### config.mk
export PLATFORM = sky130hd
export DESIGN_NAME = mdio_master
export DESIGN_NICKNAME = d
export VERILOG_FILES = /design/src/rtl/mdio_pkg.sv /design/src/rtl/mdio_tick.sv /design/src/rtl/mdio_engine.sv /design/src/rtl/mdio_regs.sv /design/src/rtl/mdio_master.sv
export SDC_FILE = /design/constraint.sdc
export NUM_CORES = 1
export LEC_CHECK = 0
export BUFFER_PORTS_ARGS = -buffer_cell sky130_fd_sc_hd__buf_2
export CORE_ASPECT_RATIO = 0.6
export CORE_MARGIN = 2
export CORE_UTILIZATION = 30
export DETAILED_ROUTE_END_ITERATION = 16
export PLACE_DENSITY = 0.57
export REMOVE_ABC_BUFFERS = 1
export SYNTH_ARGS = -nofsm -noshare
export SYNTH_HDL_FRONTEND = slang
export SYNTH_SLANG_ARGS = --single-unit
export TNS_END_PERCENT = 100
### constraint.sdc
create_clock -name clk -period 4.9 [get_ports clk]
set_input_delay 0 -clock clk [delete_from_list [all_inputs] [get_ports clk]]
set_output_delay 0 -clock clk [all_outputs]
set_load 0.1 [all_outputs]
### src/rtl/mdio_pkg.sv
// Shared constants for the management master: frame geometry,
// command word field positions and the serializer state type.
package mdio_pkg;
    localparam int FRAME_LEN = 64;   // management clock periods per frame
    localparam int PRE_LEN   = 32;   // leading ones
    localparam int TA1_IDX   = 46;   // first turnaround bit
    localparam int TA2_IDX   = 47;   // second turnaround bit (PHY drives 0)
    localparam int DATA_IDX  = 48;   // first data bit
    localparam int IDX_W     = $clog2(FRAME_LEN);

    localparam int CMD_START = 31;
    localparam int CMD_WR    = 26;
    localparam int CMD_PHY_L = 21;
    localparam int CMD_REG_L = 16;

    typedef enum logic {ST_IDLE, ST_SHIFT} eng_state_t;
endpackage

### src/rtl/mdio_tick.sv
// Phase timer: while enabled, pulses tick once every HALF cycles.
// Each tick ends one half period of the management clock.
// Assumes HALF >= 1; the counter restarts whenever en is low.
module mdio_tick #(
    parameter int HALF = 20
) (
    input  logic clk,
    input  logic rst_n,
    input  logic en,
    output logic tick
);
    localparam int CW = (HALF > 1) ? $clog2(HALF) : 1;

    logic [CW-1:0] cnt_q;

    // Tick at the last count of each half period.
    assign tick = en && (cnt_q == CW'(HALF - 1));

    // Count cycles within the current half period.
    always_ff @(posedge clk) begin
        if (!rst_n)            cnt_q <= '0;
        else if (!en || tick)  cnt_q <= '0;
        else                   cnt_q <= cnt_q + 1'b1;
    end
endmodule

### src/rtl/mdio_engine.sv
// Frame serializer/deserializer. On launch it loads a 64-bit frame and,
// at each phase tick, alternately raises mdc (sampling mdio_i) and lowers
// mdc (shifting the next bit out). For reads it releases the line from the
// first turnaround bit on, checks the PHY pulls the second turnaround
// bit low, and collects 16 data bits. Assumes launch arrives only when idle.
module mdio_engine
    import mdio_pkg::*;
(
    input  logic        clk,
    input  logic        rst_n,
    input  logic        launch,
    input  logic        l_wr,
    input  logic [4:0]  l_phy,
    input  logic [4:0]  l_reg,
    input  logic [15:0] l_data,
    input  logic        tick,
    input  logic        mdio_i,
    output logic        busy,
    output logic        mdc,
    output logic        mdio_o,
    output logic        mdio_oe,
    output logic        rd_done,
    output logic [15:0] rd_data,
    output logic        rd_fail
);
    eng_state_t           state_q;
    logic                 is_wr_q;
    logic [FRAME_LEN-1:0] sreg_q;
    logic [IDX_W-1:0]     idx_q;
    logic                 high_q;
    logic                 mdc_q;
    logic                 oe_q;
    logic                 done_q;
    logic [15:0]          rx_q;
    logic                 fail_q;
    logic [FRAME_LEN-1:0] frame;

    // Assemble the outgoing frame from the launched command fields.
    always_comb begin
        frame = {{PRE_LEN{1'b1}}, 2'b01, (l_wr ? 2'b01 : 2'b10),
                 l_phy, l_reg, 2'b10, (l_wr ? l_data : 16'hFFFF)};
    end

    // Sequence the frame one half period at a time.
    always_ff @(posedge clk) begin
        if (!rst_n) begin
            state_q <= ST_IDLE;
            is_wr_q <= 1'b0;
            sreg_q  <= '0;
            idx_q   <= '0;
            high_q  <= 1'b0;
            mdc_q   <= 1'b0;
            oe_q    <= 1'b0;
            done_q  <= 1'b0;
            rx_q    <= '0;
            fail_q  <= 1'b0;
        end else begin
            done_q <= 1'b0;
            if (state_q == ST_IDLE) begin
                if (launch) begin
                    state_q <= ST_SHIFT;
                    is_wr_q <= l_wr;
                    sreg_q  <= frame;
                    idx_q   <= '0;
                    high_q  <= 1'b0;
                    mdc_q   <= 1'b0;
                    oe_q    <= 1'b1;
                    rx_q    <= '0;
                    fail_q  <= 1'b0;
                end
            end else if (tick) begin
                if (!high_q) begin
                    mdc_q  <= 1'b1;
                    high_q <= 1'b1;
                    if (!is_wr_q) begin
                        if (idx_q == IDX_W'(TA2_IDX))
                            fail_q <= mdio_i;
                        if (idx_q >= IDX_W'(DATA_IDX))
                            rx_q <= {rx_q[14:0], mdio_i};
                    end
                end else if (idx_q == IDX_W'(FRAME_LEN - 1)) begin
                    state_q <= ST_IDLE;
                    mdc_q   <= 1'b0;
                    high_q  <= 1'b0;
                    oe_q    <= 1'b0;
                    done_q  <= !is_wr_q;
                end else begin
                    idx_q  <= idx_q + 1'b1;
                    mdc_q  <= 1'b0;
                    high_q <= 1'b0;
                    sreg_q <= {sreg_q[FRAME_LEN-2:0], 1'b1};
                    oe_q   <= is_wr_q || (idx_q < IDX_W'(TA1_IDX - 1));
                end
            end
        end
    end

    assign busy    = (state_q == ST_SHIFT);
    assign mdc     = mdc_q;
    assign mdio_o  = sreg_q[FRAME_LEN-1];
    assign mdio_oe = oe_q;
    assign rd_done = done_q;
    assign rd_data = rx_q;
    assign rd_fail = fail_q;
endmodule

### src/rtl/mdio_regs.sv
// Host register file: byte-wide access to the command word (0..3) and the
// status word (4..7). Command bytes are writable only while idle. The start
// request is taken from bit 7 of byte 3. The status word clears at launch
// and is loaded when a read ends. Assumes one host access per cycle.
module mdio_regs
    import mdio_pkg::*;
(
    input  logic        clk,
    input  logic        rst_n,
    input  logic        wr_en,
    input  logic [2:0]  addr,
    input  logic [7:0]  wdata,
    output logic [7:0]  rdata,
    input  logic        busy,
    input  logic        rd_done,
    input  logic [15:0] rd_data,
    input  logic        rd_fail,
    output logic [30:0] cmd_q,
    output logic        launch,
    output logic        l_wr,
    output logic [4:0]  l_phy,
    output logic [4:0]  l_reg,
    output logic [15:0] l_data
);
    logic        cmd_wr_ok;
    logic [31:0] status_q;
    logic [31:0] rd_word;
    logic [30:0] cmd_next;

    assign cmd_wr_ok = wr_en && !busy && !addr[2];
    assign launch    = cmd_wr_ok && (addr[1:0] == 2'd3) && wdata[7];

    // Lower three command bytes, one lane each.
    for (genvar b = 0; b < 3; b++) begin : g_lane
        always_ff @(posedge clk) begin
            if (!rst_n)
                cmd_q[8*b +: 8] <= '0;
            else if (cmd_wr_ok && (addr[1:0] == 2'(b)))
                cmd_q[8*b +: 8] <= wdata;
        end
    end

    // Top command byte without the start bit (that bit reads busy).
    always_ff @(posedge clk) begin
        if (!rst_n)
            cmd_q[30:24] <= '0;
        else if (cmd_wr_ok && (addr[1:0] == 2'd3))
            cmd_q[30:24] <= wdata[6:0];
    end

    // Fields of the word being launched (top byte comes from this write).
    assign cmd_next = {wdata[6:0], cmd_q[23:0]};
    assign l_wr     = cmd_next[CMD_WR];
    assign l_phy    = cmd_next[CMD_PHY_L +: 5];
    assign l_reg    = cmd_next[CMD_REG_L +: 5];
    assign l_data   = cmd_next[15:0];

    // Status word: cleared at launch, loaded when a read frame ends.
    always_ff @(posedge clk) begin
        if (!rst_n)       status_q <= '0;
        else if (launch)  status_q <= '0;
        else if (rd_done) status_q <= {rd_fail, 15'd0, rd_data};
    end

    // Byte read mux.
    always_comb begin
        rd_word = addr[2] ? status_q : {busy, cmd_q};
        rdata   = rd_word[{addr[1:0], 3'b000} +: 8];
    end
endmodule

### src/rtl/mdio_master.sv
// Top of the management master: register file, phase timer and frame
// engine. The management line is split into drive value, drive enable and
// sensed level; an external pull-up holds it high while released.
// DIV_HALF is the number of system clocks per mdc half period.
module mdio_master #(
    parameter int DIV_HALF = 20
) (
    input  logic       clk,
    input  logic       rst_n,
    input  logic       wr_en,
    input  logic [2:0] addr,
    input  logic [7:0] wdata,
    output logic [7:0] rdata,
    output logic       mdc,
    output logic       mdio_o,
    output logic       mdio_oe,
    input  logic       mdio_i
);
    logic        busy;
    logic        tick;
    logic        launch;
    logic        l_wr;
    logic [4:0]  l_phy;
    logic [4:0]  l_reg;
    logic [15:0] l_data;
    logic        rd_done;
    logic [15:0] rd_data;
    logic        rd_fail;
    logic [30:0] cmd_q;

    mdio_regs u_regs (
        .clk(clk), .rst_n(rst_n), .wr_en(wr_en), .addr(addr),
        .wdata(wdata), .rdata(rdata), .busy(busy), .rd_done(rd_done),
        .rd_data(rd_data), .rd_fail(rd_fail), .cmd_q(cmd_q),
        .launch(launch), .l_wr(l_wr), .l_phy(l_phy), .l_reg(l_reg),
        .l_data(l_data)
    );

    mdio_tick #(.HALF(DIV_HALF)) u_tick (
        .clk(clk), .rst_n(rst_n), .en(busy), .tick(tick)
    );

    mdio_engine u_eng (
        .clk(clk), .rst_n(rst_n), .launch(launch), .l_wr(l_wr),
        .l_phy(l_phy), .l_reg(l_reg), .l_data(l_data), .tick(tick),
        .mdio_i(mdio_i), .busy(busy), .mdc(mdc), .mdio_o(mdio_o),
        .mdio_oe(mdio_oe), .rd_done(rd_done), .rd_data(rd_data),
        .rd_fail(rd_fail)
    );
endmodule

==> results.py <==
metrics = {
    "yosys": {
        "synth_edf_count": 0,
        "ys_seq_area_share_pct": 43.8,
        "synth-main-ff-cell": "dfxtp_1",
        "netlist_area_um2": 6630,
        "syn_avg_cell_area_um2": 9.16,
        "yosys.cell_types.count": 49,
        "yosys_warnings": 0,
        "synthCells": 724,
        "ys_ff_latch": 145,
        "async_flop_share_pct": 0,
    },
    "drt": {
        "drtAntennaViolNets": 0,
        "drt_iter0_markers": 415,
        "post-route-drc-count": 0,
        "wl_um": 15900,
        "via_per_inst": 5.07,
        "routedWlPerCell_um": 15.7,
        "drt_first_pass_iters": 5,
        "via_count": 5144,
    },
    "layout": {
        "layout_common_cells": "dfxtp_1 (144), a21oi_1 (95), mux2i_1 (58), nor2_1 (50)",
        "fin_cells": 1015,
        "antenna_cells": 0,
        "final_cell_area_um2": 7530,
        "nNetsFinal": 734,
        "drive_above_1_share_pct": 15.4,
        "areaGrowthSynthToFinish_pct": 13.6,
        "final_common_cell": "dfxtp_1",
    },
    "setup_path": {
        "ff2ff_path_depth": 5,
        "cp_max_fo": 34,
        "cp-start-kind": "flip-flop",
        "slowest_delay_ns": 0.85,
        "arrival_ns": 3.23,
        "endpoint_kind": "flip-flop",
        "cp_data_required_time_ns": 5.22,
        "crit_slowest_cell": "o22ai_2",
        "path_cells": "nand3_1 -> o22ai_2 -> nor2_4 -> buf_4 -> a311oi_1",
        "timing_worst_setup_path_type": "reg -> reg",
    },
    "clocking": {
        "clock_sinks": 145,
        "clk-insertion-delay-late_ns": 0.42,
        "htree_levels": 4,
        "clk_pin_slew_worst_paths_ns": 0.06,
        "cts_max_path_buffers": 2,
        "root_buffer": "clkbuf_16",
        "cts_setup_buffers": 0,
        "cts_tree": "yes",
        "cts-buffers-inserted": 17,
    },
    "sta": {
        "maxSlewViolCount": 0,
        "slew_headroom_pct": 26.9,
        "finalWorstSetupSlack_ns": 1.99,
        "rsz0062_at_grt": "no",
        "setup_viol": 0,
        "post-route-period-util_pct": 59.3,
        "hold_viol_final": 0,
        "fin_crit_ns": 2.91,
        "fin_setup_tns_ns": 0,
        "tightest_slew_ns": 1.10,
        "finalClockSkew_ns": 0.00709,
        "fmax_mhz": 344,
    },
    "pwr": {
        "power.share.clock_pct": 50.0,
        "swShare_pct": 23.5,
        "power_switching_mw": 0.636,
        "p_int_mw": 2.07,
        "finalPower_mw": 2.71,
        "peakVddDrop_uv": 271,
        "power.density_nw_per_um2": 360,
        "p_leak_nw": 2.41,
        "power.share.sequential_pct": 44.5,
        "p_comb_share_pct": 5.4,
    },
    "worst_hold_path": {
        "min_path_type": "in -> reg",
        "min_path_cells": 3,
    },
    "die": {
        "dieHeight_um": 119,
        "initial_utilization_pct": 30.3,
        "core_area_um2": 21900,
        "rows": 42,
        "ios": 26,
        "die-width_um": 196,
        "die_area_um2": 23300,
    },
    "global_routing": {
        "grt_max_degree": 76,
        "grt_pass1_vias": 4779,
        "grtUsageTotal_pct": 14.3,
        "overflow": 0,
        "antenna_found_initial": 0,
        "grt_pass1_wl_um": 26800,
    },
    "place": {
        "place_inst": 974,
        "place.detailed.hpwl_um": 9800,
        "placed_area_um2": 6820,
        "portBuffers": 25,
        "post-place-ws_ns": 2.08,
        "place_congestion": 0.764,
    },
    "outcome": {
        "status": "completed",
    },
    "flow_run": {
        "maxCapViolations": 0,
    },
}
-- layout make-up --
| type | instances | area [µm²] |
|---|---|---|
| Tap cell | 286 | 358 |
| Clock buffer | 21 | 460 |
| Timing Repair Buffer | 40 | 260 |
| Sequential cell | 145 | 2910 |
| Inverter | 49 | 186 |
| Fill cell | 2225 | 14300 |
| Clock inverter | 11 | 155 |
| Multi-Input combinational cell | 463 | 3200 |
-- kinds of logic after synthesis --
kind of cell / count (synthesis) / share of synthesized area, %
multiplexers: 69 / 12.0
AO/OA/AOI/OAI: 201 / 21.6
XOR/XNOR: 3 / 0.396
buffers and inverters: 116 / 7.95
flip-flops: 145 / 43.8
adder cells (fa/ha/maj): 3 / 0.566
AND/OR/NAND/NOR: 187 / 13.7
-- state kept, by name, summed over array words and instances, names as in the netlist --
signal           flops
u_eng.sreg_q        64
u_regs.cmd_q        31
u_regs.status_q     17
u_eng.rd_data       16
u_eng.idx_q          6
u_tick.cnt_q         5
u_eng.busy           1
u_eng.high_q         1
u_eng.is_wr_q        1
u_eng.mdio_oe        1
u_eng.rd_done        1
u_eng.rd_fail        1
-- synthesized netlist by cell type, types with 6 or more instances --
master	instances	area share, %
o22ai_1	8	0.76
clkbuf_1	28	1.6
buf_6	6	1.0
nand2_1	48	2.7
mux4_2	8	2.7
nor2b_1	16	1.5
a311oi_2	29	6.6
buf_2	25	1.9
nor2_1	50	2.8
a211oi_1	14	1.6
inv_1	49	2.8
a21oi_1	95	7.2
dfxtp_1	145	44
o21ai_0	35	2.6
a311oi_1	7	0.92
nand3_1	48	3.6
mux2i_1	58	8.8
-- power groups by stage --
stage / clock [mW] / sequential, mW / combinational (mW)
floorplan: 0 / 1.23 / 0.0880
global placement: 0 / 1.23 / 0.142
detailed placement: 0 / 1.23 / 0.142
CTS: 1.39 / 1.21 / 0.148
global route: 1.44 / 1.21 / 0.162
finish: 1.36 / 1.21 / 0.147
-- path summary, 6_finish.rpt --
check                           slack, ns       startpoint                to
worst min register to register       0.45  u_tick.cnt_q[0]   u_tick.cnt_q[0]
worst max register to register       1.99       u_eng.busy  u_eng.sreg_q[17]
worst max-delay path                 1.99       u_eng.busy  u_eng.sreg_q[17]
worst min-delay path                 0.03         wdata[2]   u_regs.cmd_q[2]
-- layer usage --
layer / track usage [%] / up-vias / share of wire, %
met1: 22.8 / 2475 / 56
met2: 18.5 / 101 / 39
met4: 4.40 / 0 / 1.0
li1: - / 2551 / -
met5: 0 / - / 0
met3: 3.12 / 17 / 4.1
-- stage by stage --
step / utilization [%] / hold slack [ns]
final: 34.4 / 0.0324
after global routing: 34.4 / 0.0563
after CTS: 34.4 / 0.0191
after detailed placement: 31.2 / 0.292
after global placement: 31.2 / 0.287
after floorplan: - / 0.136
-- repair_timing --
item	4_1_cts	5_1_grt
gates resized for setup	0	0
hold buffers	9	0
endpoints found under the hold margin	35	0
-- critical path: cells and delay by family, from the launching register on --
kind	cells	cell delay (ns)
flip-flops	1	0.68
buffers and inverters	1	0.36
AND/OR/NAND/NOR	2	0.57
AO/OA/AOI/OAI	2	1.17
Note: power is estimated with default switching activity, not from simulation.
